File: src/rtl/supv_pkg.sv
`timescale 1ns/1ps
package supv_pkg;
   function automatic int unsigned bits_for(input int unsigned v);
      return (v < 2) ? 1 : $clog2(v + 1);
   endfunction

   function automatic int unsigned max2(input int unsigned a, input int unsigned b);
      return (a > b) ? a : b;
   endfunction

   typedef enum logic {
      WD_POST_RESET = 1'b0,
      WD_NORMAL     = 1'b1
   } wd_phase_e;
endpackage

File: src/rtl/supv_sync.sv
`timescale 1ns/1ps
module supv_sync #(
   parameter int unsigned STAGES = 2
) (
   input  logic clk,
   input  logic rst_n,
   input  logic d_i,
   output logic edge_o
);
   generate
      if (STAGES < 2) begin : g_bad_stages
         $error("supv_sync: STAGES must be at least 2");
      end
   endgenerate

   logic [STAGES:0] chain_q;

   always_ff @(posedge clk or negedge rst_n) begin
      if (!rst_n) chain_q <= '0;
      else        chain_q <= {chain_q[STAGES-1:0], d_i};
   end

   assign edge_o = chain_q[STAGES] ^ chain_q[STAGES-1];
endmodule

File: src/rtl/supv_rst_timer.sv
`timescale 1ns/1ps
module supv_rst_timer
   import supv_pkg::*;
#(
   parameter int unsigned TICKS = 512
) (
   input  logic clk,
   input  logic rst_n,
   input  logic tick_i,
   input  logic low_line_i,
   input  logic start_i,
   output logic active_o
);
   localparam int unsigned CW = bits_for(TICKS);
   localparam logic [CW-1:0] LAST = CW'(TICKS - 1);

   generate
      if (TICKS < 2) begin : g_bad_ticks
         $error("supv_rst_timer: TICKS must be at least 2");
      end
   endgenerate

   logic [CW-1:0] cnt_q;
   logic          act_q;

   always_ff @(posedge clk or negedge rst_n) begin
      if (!rst_n) begin
         act_q <= 1'b1;
         cnt_q <= '0;
      end else if (low_line_i || start_i) begin
         act_q <= 1'b1;
         cnt_q <= '0;
      end else if (act_q && tick_i) begin
         if (cnt_q == LAST) begin
            act_q <= 1'b0;
            cnt_q <= '0;
         end else begin
            cnt_q <= cnt_q + 1'b1;
         end
      end
   end

   assign active_o = act_q;

   assert_ll_holds_R1: assert property (@(posedge clk) disable iff (!rst_n)
      low_line_i |=> active_o);

   assert_tick_gate_R12: assert property (@(posedge clk) disable iff (!rst_n)
      (!tick_i && !low_line_i && !start_i && act_q) |=> ($stable(cnt_q) && act_q));
endmodule

File: src/rtl/supv_wdog.sv
`timescale 1ns/1ps
module supv_wdog
   import supv_pkg::*;
#(
   parameter int unsigned EXT_SHORT = 1024,
   parameter int unsigned EXT_LONG  = 4096,
   parameter int unsigned INT_SHORT = 1024,
   parameter int unsigned INT_LONG  = 16384
) (
   input  logic clk,
   input  logic rst_n,
   input  logic tick_i,
   input  logic ext_tb_i,
   input  logic short_sel_i,
   input  logic en_i,
   input  logic edge_i,
   input  logic hold_i,
   input  logic low_line_i,
   output logic fire_o,
   output logic wdo_n_o
);
   localparam int unsigned LMAX = max2(max2(EXT_SHORT, EXT_LONG), max2(INT_SHORT, INT_LONG));
   localparam int unsigned CW   = bits_for(LMAX);
   localparam logic [CW-1:0] ES_LAST = CW'(EXT_SHORT - 1);
   localparam logic [CW-1:0] EL_LAST = CW'(EXT_LONG - 1);
   localparam logic [CW-1:0] IS_LAST = CW'(INT_SHORT - 1);
   localparam logic [CW-1:0] IL_LAST = CW'(INT_LONG - 1);

   generate
      if (EXT_SHORT < 2 || INT_SHORT < 2) begin : g_bad_short
         $error("supv_wdog: short periods must be at least 2 ticks");
      end
      if (EXT_LONG < EXT_SHORT || INT_LONG < INT_SHORT) begin : g_bad_long
         $error("supv_wdog: long period shorter than short period");
      end
   endgenerate

   wd_phase_e     phase_q;
   logic [CW-1:0] cnt_q;
   logic [CW-1:0] last;
   logic          run;
   logic          wdo_q;

   always_comb begin
      if (phase_q == WD_POST_RESET) last = ext_tb_i ? EL_LAST : IL_LAST;
      else if (ext_tb_i)            last = ES_LAST;
      else                          last = short_sel_i ? IS_LAST : IL_LAST;
   end

   assign run    = en_i && !hold_i;
   assign fire_o = run && tick_i && !edge_i && (cnt_q == last);

   always_ff @(posedge clk or negedge rst_n) begin
      if (!rst_n) begin
         phase_q <= WD_POST_RESET;
         cnt_q   <= '0;
      end else if (hold_i) begin
         phase_q <= WD_POST_RESET;
         cnt_q   <= '0;
      end else if (!en_i) begin
         cnt_q   <= '0;
      end else if (edge_i) begin
         phase_q <= WD_NORMAL;
         cnt_q   <= '0;
      end else if (tick_i) begin
         cnt_q   <= (cnt_q == last) ? '0 : cnt_q + 1'b1;
      end
   end

   always_ff @(posedge clk or negedge rst_n) begin
      if (!rst_n)                     wdo_q <= 1'b1;
      else if (low_line_i || !en_i)   wdo_q <= 1'b1;
      else if (edge_i)                wdo_q <= 1'b1;
      else if (fire_o)                wdo_q <= 1'b0;
   end

   assign wdo_n_o = wdo_q;

   assert_wdo_ll_R9: assert property (@(posedge clk) disable iff (!rst_n)
      low_line_i |=> wdo_n_o);

   assert_wdo_sticky_R9: assert property (@(posedge clk) disable iff (!rst_n)
      (!wdo_n_o && !edge_i && !low_line_i && en_i) |=> !wdo_n_o);

   assert_no_fire_off_R10: assert property (@(posedge clk) disable iff (!rst_n)
      !en_i |-> !fire_o);

   assert_edge_wins_R11: assert property (@(posedge clk) disable iff (!rst_n)
      edge_i |-> !fire_o);

   assert_hold_clears_R5: assert property (@(posedge clk) disable iff (!rst_n)
      hold_i |=> (phase_q == WD_POST_RESET));
endmodule

File: src/rtl/supv_ctrl.sv
`timescale 1ns/1ps
module supv_ctrl #(
   parameter int unsigned RST_TICKS   = 512,
   parameter int unsigned EXT_SHORT   = 1024,
   parameter int unsigned EXT_LONG    = 4096,
   parameter int unsigned INT_SHORT   = 1024,
   parameter int unsigned INT_LONG    = 16384,
   parameter int unsigned SYNC_STAGES = 2
) (
   input  logic clk,
   input  logic rst_n,
   input  logic low_line_i,
   input  logic wd_strobe_i,
   input  logic wd_en_i,
   input  logic ext_tb_i,
   input  logic tick_int_i,
   input  logic tick_ext_i,
   input  logic short_sel_i,
   input  logic ce_n_i,
   output logic rst_n_o,
   output logic rst_o,
   output logic low_line_n_o,
   output logic wdo_n_o,
   output logic ce_n_o
);
   logic tick;
   logic strobe_edge;
   logic rst_active;
   logic wd_fire;

   assign tick = ext_tb_i ? tick_ext_i : tick_int_i;

   supv_sync #(.STAGES(SYNC_STAGES)) u_sync (
      .clk   (clk),
      .rst_n (rst_n),
      .d_i   (wd_strobe_i),
      .edge_o(strobe_edge)
   );

   supv_rst_timer #(.TICKS(RST_TICKS)) u_rst_timer (
      .clk       (clk),
      .rst_n     (rst_n),
      .tick_i    (tick),
      .low_line_i(low_line_i),
      .start_i   (wd_fire),
      .active_o  (rst_active)
   );

   supv_wdog #(
      .EXT_SHORT(EXT_SHORT),
      .EXT_LONG (EXT_LONG),
      .INT_SHORT(INT_SHORT),
      .INT_LONG (INT_LONG)
   ) u_wdog (
      .clk        (clk),
      .rst_n      (rst_n),
      .tick_i     (tick),
      .ext_tb_i   (ext_tb_i),
      .short_sel_i(short_sel_i),
      .en_i       (wd_en_i),
      .edge_i     (strobe_edge),
      .hold_i     (rst_active),
      .low_line_i (low_line_i),
      .fire_o     (wd_fire),
      .wdo_n_o    (wdo_n_o)
   );

   assign rst_n_o      = !rst_active;
   assign rst_o        = rst_active;
   assign low_line_n_o = !low_line_i;
   assign ce_n_o       = ce_n_i || low_line_i;

   assert_fire_resets_R8: assert property (@(posedge clk) disable iff (!rst_n)
      wd_fire |=> (!rst_n_o && !wdo_n_o));
endmodule

File: config.mk
export PLATFORM = sky130hd
export DESIGN_NAME = supv_ctrl
export DESIGN_NICKNAME = d
export VERILOG_FILES = /design/src/rtl/supv_pkg.sv /design/src/rtl/supv_sync.sv /design/src/rtl/supv_rst_timer.sv /design/src/rtl/supv_wdog.sv /design/src/rtl/supv_ctrl.sv
export SDC_FILE = /design/constraint.sdc
export NUM_CORES = 1
export LEC_CHECK = 0
export BUFFER_PORTS_ARGS = -buffer_cell sky130_fd_sc_hd__buf_2
export CELL_PAD_IN_SITES_DETAIL_PLACEMENT = 0
export CELL_PAD_IN_SITES_GLOBAL_PLACEMENT = 1
export CORE_MARGIN = 2
export CORE_UTILIZATION = 25
export DETAILED_ROUTE_END_ITERATION = 8
export GPL_ROUTABILITY_DRIVEN = 0
export GPL_TIMING_DRIVEN = 0
export PLACE_DENSITY = 0.46
export SYNTH_ARGS = -nofsm -noshare
export SYNTH_HDL_FRONTEND = slang
export SYNTH_SLANG_ARGS = --single-unit
File: constraint.sdc
create_clock -name clk -period 5.25 [get_ports clk]
set_clock_uncertainty 0.15 [all_clocks]
set_input_delay 0.525 -clock clk [delete_from_list [all_inputs] [get_ports clk]]
set_output_delay 0.525 -clock clk [all_outputs]
set_load 0.05 [all_outputs]
# Word-level counts from Yosys, hierarchy flattened
# Index checks and enable logic that the tools add are counted.
# totals
out_inout_bits,5
regBits,31
# classes
n_reduce_logical,19
eq_ne,3
addsub,2
muxes,22
n_bitwise,1
# op_table
operator,n
$mux 15,7
$mux 10,3
$mux 14,2
$add 15x1->15 const B,1
$eq 15x15->1,1
$add 10x1->10 const B,1
$eq 10x9->1 const B,1
$mux 1,10
$reduce_bool 2->1,4
$logic_and 1x1->1,5
$logic_not 1->1,4
$ne 4x1->1 const B,1
$reduce_and 2->1,2
$logic_or 1x1->1,3
$reduce_bool 3->1,1
$xor 1x1->1,1

# Logic depth before layout (Yosys ltp)
# depth
word_depth,9
ltp_mapped,6
ltp_nobuf,5

# Cells and area by module
# A second synthesis with hierarchy kept.
# hier_totals
cells_unflattened,182
area_unflattened_um2,1729.2
# by_module_without_submodules
mod,seq_area_each_um2,area_per_inst_um2,n_inst,cells_each
supv_wdog,426.7,996.0,1,107
supv_rst_timer,276.5,620.6,1,67
supv_sync,75.1,83.8,1,4
supv_ctrl,0.0,28.8,1,4

# Worst setup path before layout
# No wires, ideal clock.
# synth_timing
path_kind,register to register
startpoint,reg u_rst_timer.act_q (netlist: u_rst_timer.active_o)
endpoint,reg u_rst_timer.cnt_q[7]
path_stages_with_launch,5
arrival_ns,1.783
required_time_ns,5.006
path_buffers,1
period_less_slack_ns,2.027
setup_slack_ns,3.223
path_cell_list,dfstp_2 > buf_2 > nand2_1 > or4b_1 > a211oi_1
# synth_via
elab_chain_len,7
elab_cells_between_ends,9
classes_between,mux: 1; reduce/logical: 8
# synth_rtl
item,line,text
"start, declared",supv_rst_timer.sv:24,logic act_q;
"start signal, assigned",supv_rst_timer.sv:28,act_q <= 1'b1;
"start signal, assigned",supv_rst_timer.sv:31,act_q <= 1'b1;
"start signal, assigned",supv_rst_timer.sv:35,act_q <= 1'b0;
$logic_not 1->1,supv_wdog.sv:50,assign run = en_i && !hold_i;
$logic_and 1x1->1,supv_wdog.sv:50,
$logic_and 1x1->1 (3 in series),supv_wdog.sv:51,assign fire_o = run && tick_i && !edge_i && (cnt_q == last);
$logic_or 1x1->1,supv_rst_timer.sv:30,end else if (low_line_i || start_i) begin
$mux 10 / $reduce_bool 2->1 (equally long branches),--,
"end signal, assigned",supv_rst_timer.sv:38,cnt_q <= cnt_q + 1'b1;
"end, declared",supv_rst_timer.sv:23,logic [CW-1:0] cnt_q;
# Parallel ways exist; a longest one is shown, timed or not.
# A chain may end at the register's enable or synchronous reset.

# Worst setup path after layout
# layout_timing
startpoint,reg u_wdog.cnt_q[0]
endpoint,reg u_wdog.cnt_q[7]
# layout_via
elab_chain_len,6
elab_cells_between_ends,7
classes_between,add/sub: 1; eq/ne: 1; mux: 5
# layout_rtl
item,line,text
"start, declared",supv_wdog.sv:39,logic [CW-1:0] cnt_q;
"start signal, assigned",supv_wdog.sv:66,cnt_q <= (cnt_q == last) ? '0 : cnt_q + 1'b1;
$add 15x1->15 / $eq 15x15->1 (equally long branches),supv_wdog.sv:66,
$mux 15 (*),supv_wdog.sv:66,
$mux 15 (*),supv_wdog.sv:65,end else if (tick_i) begin
$mux 15 (*),supv_wdog.sv:62,end else if (edge_i) begin
$mux 15 (*),supv_wdog.sv:60,end else if (!en_i) begin
$mux 15 (*),supv_wdog.sv:57,end else if (hold_i) begin
# Every way passes the cells marked *; elsewhere a longest branch is shown, timed or not. The select of a mux whose other input is x is not followed.

==> run_results.csv <==
group,metric,value,unit
outcome,status,"completed",
logic_synthesis,synthMuxAreaShare,1.96,%
logic_synthesis,syn_inst,191,
logic_synthesis,syn_nets,203,
drt,drtAntennaViolNets,0,
drt,dr_total_vias,1589,
final_layout,final_common_cell,"dfrtp_1",
logic_synthesis,synth_top_family_by_area,"simple AND/OR/NAND/NOR gates",
logic_synthesis,synthArstFlopShare,100,%
timing,hold_viol,0,
logic_synthesis,syn_area,1780,µm²
global_route,grt_pass1_wl,8090,µm
timing,finalSetupTns,0,ns
logic_synthesis,synth_area_leaders,"dfrtp_1 (41%), nand3_1 (4.2%), o21ai_0 (3.6%), dfstp_2 (2.9%), nand2_1 (2.9%)",
global_route,grt_pass1_vias,1594,
clocking,cts_resized,0,
drt,firstDrtPassIters,4,
floorplanning,die_h,88.5,µm
logic_synthesis,synth_ff_type,"dfrtp_1",
setup_path,end_kind,"flip-flop",
floorplanning,die_area,7830,µm²
final_layout,fillers,742,
global_route,grt_max_degree,32,
final_layout,area_delta_synth_final,16.3,%
clocking,clock-sinks,31,
final_layout,final_cell_area,2070,µm²
drt,drc,0,
setup_path,reg2reg_depth,5,
setup_path,cp_max_fo,8,
clocking,clk_latency,0.29,ns
floorplanning,initial_core_util,26.0,%
power_and_ir_drop,totalPowerFinal,0.000492,W
setup_path,start_kind,"flip-flop",
setup_path,worst-setup-path-type,"flip-flop to flip-flop",
placement,port_buffers,14,
floorplanning,rows,30,
final_layout,fin_util,30.2,%
placement,dpl_cell_area,1970,µm²
setup_path,arrival,2.37,ns
drt,wl,5050,µm
setup_path,endpoint,"u_wdog.cnt_q[7]$_DFFE_PN0P_",
timing,post-route-min-period,2.41,ns
flow_run,cap_viol_max_count,0,
timing,slew_violations,0,
logic_synthesis,ys_seq_area_share,43.6,%
global_route,grtUsageTotal,13.8,%
power_and_ir_drop,peakVddDrop,85.2,µV
timing,worst_slew_pin_slew,1.06,ns
logic_synthesis,ys_seq_elements,31,
final_layout,nNetsFinal,224,
logic_synthesis,synth_edf_count,0,
setup_path,crit_start,"u_wdog.cnt_q[0]$_DFFE_PN0P_",
timing,grt_setup_unrepaired,"false",
timing,fin_crit_sh,45.9,%
floorplanning,die_w,88.5,µm
floorplanning,io_pins,15,
placement,dp_hpwl,3600,µm
logic_synthesis,yosysTopAreaCell,"dfrtp_1",
power_and_ir_drop,p_per_area,237,nW/µm²
logic_synthesis,synthAdderAreaFrac,1.40,%
timing,report.final.setup_viol,0,
clocking,clockBufferDepth,2,
global_route,antenna_found_initial,0,
clocking,clockRootBuffer,"clkbuf_8",
clocking,clk_pin_slew,0.07,ns
final_layout,multi_input_area,953,µm²
clocking,cts_buffers,5,
drt,wl_per_cell,16.3,µm
setup_path,regToRegEndpoint,"u_wdog.cnt_q[7]$_DFFE_PN0P_",
timing,timing.fmax,0.415,GHz
logic_synthesis,synth_warnings,0,
clocking,cts_tree,"built",
clocking,cts_setup_buffers,0,
floorplanning,core,6870,µm²
logic_synthesis,synthSimpleGateAreaFrac,30.7,%
clocking,hold_buffers,0,
power_and_ir_drop,leakagePower,0.781,nW
logic_synthesis,ys_types,46,
drt,vias_per_cell,5.14,
clocking,htree_num_levels,2,
final_layout,antenna_cells,0,
logic_synthesis,syn_area_per_cell,9.34,µm²
timing,relSlewSlack,28.7,%
final_layout,drive_gt1_share,15.5,%
final_layout,register_area,778,µm²
logic_synthesis,synth_top_area_share,40.7,%
logic_synthesis,synth_compound_area_share,15.9,%
final_layout,final_cell_mix,"dfrtp_1 (29), buf_2 (17), nand3_1 (15)",
global_route,grt_overflow,0,
logic_synthesis,synthXorXnorAreaFrac,3.44,%
setup_path,crit_required,5.21,ns
setup_path,r2r-start,"u_wdog.cnt_q[0]$_DFFE_PN0P_",
drt,first_iter_violations,47,
setup_path,regToRegSetupSlack,2.84,ns
hold_path,hold_path_class,"primary input to async pin",
-- power breakdown --
part | internal (W) | total, W | leakage [nW] | switching [W]
Clock | 0.000120 | 0.000213 | 0.0515 | 0.0000936
Combinational | 0.00000981 | 0.0000346 | 0.311 | 0.0000248
Sequential | 0.000241 | 0.000244 | 0.418 | 0.00000221
-- synth_stat cells, types with 3 or more instances --
cell type and number:
o21ai_0 13, dfrtp_1 29, nor2_1 12, nor4_1 7, a21oi_1 7, nand3_1 15, xnor2_1 3, and2_1 3
and4_1 4, nand2_1 14, nor3_1 6, a31oi_1 3, buf_2 3, and3_1 5, o31ai_1 4, inv_1 5
nand3b_1 3, xor2_1 4, a211oi_1 6, or3_1 4, nand4_1 8
-- final cells by class --
type | instances | area share [%]
inverter | 5 | 0.905
tap | 96 | 5.79
multi-input combinational | 149 | 46.0
clock buffer | 8 | 4.83
timing repair buffer | 14 | 3.38
sequential | 31 | 37.5
buffer | 6 | 1.63
-- registers in the layout, indices dropped and copies added, names as in the netlist --
| name | flops |
|---|---|
| u_rst_timer.cnt_q | 10 |
| u_wdog.cnt_q | 15 |
| u_wdog.phase_q | 1 |
| u_rst_timer.active_o | 1 |
| u_wdog.wdo_n_o | 1 |
| u_sync.chain_q | 3 |
-- critical path, stage by stage, from the launching register on --
cell     delay, ns
dfrtp_1       0.42
ha_1          0.21
and4_1        0.23
nand3_1       0.11
nor3_1        0.88
o21ai_0       0.24
-- layer usage --
layer	vias to the layer above	GRT usage (%)	wire length, µm
met3	9	3.82	128
li1	773	-	-
met4	0	4.96	89
met2	21	24.3	2540
met5	-	0	0
met1	786	16.0	2280
-- worst min path at each step --
stage	startpoint	end	slack [ns]
after global placement	u_sync.chain_q[0]$_DFF_PN0_	u_sync.chain_q[1]$_DFF_PN0_	0.19
after detailed placement	u_sync.chain_q[0]$_DFF_PN0_	u_sync.chain_q[1]$_DFF_PN0_	0.19
after global routing	wd_strobe_i	u_sync.chain_q[0]$_DFF_PN0_	0.19
after CTS	rst_n	u_wdog.cnt_q[11]$_DFFE_PN0P_	0.19
final	rst_n	u_wdog.cnt_q[11]$_DFFE_PN0P_	0.16
after floorplan	rst_n	u_rst_timer.cnt_q[0]$_DFFE_PN0P_	0.08
-- cell families after synthesis --
| logic type | after synthesis |
|---|---|
| simple gates | 94 |
| compound gates | 43 |
| flops | 31 |
| buf+inv | 11 |
| xor+xnor | 7 |
| mux | 3 |
| fa+ha+maj | 2 |
-- through the flow --
step	setup WS (ns)	std cells	hold slack (ns)
final	2.84	309	0.158
after global routing	2.60	309	0.190
after CTS	2.83	309	0.187
after detailed placement	2.69	301	0.186
after global placement	2.74	301	0.188
after floorplan	3.22	191	0.0794
Note: power is estimated with default switching activity, not from simulation.
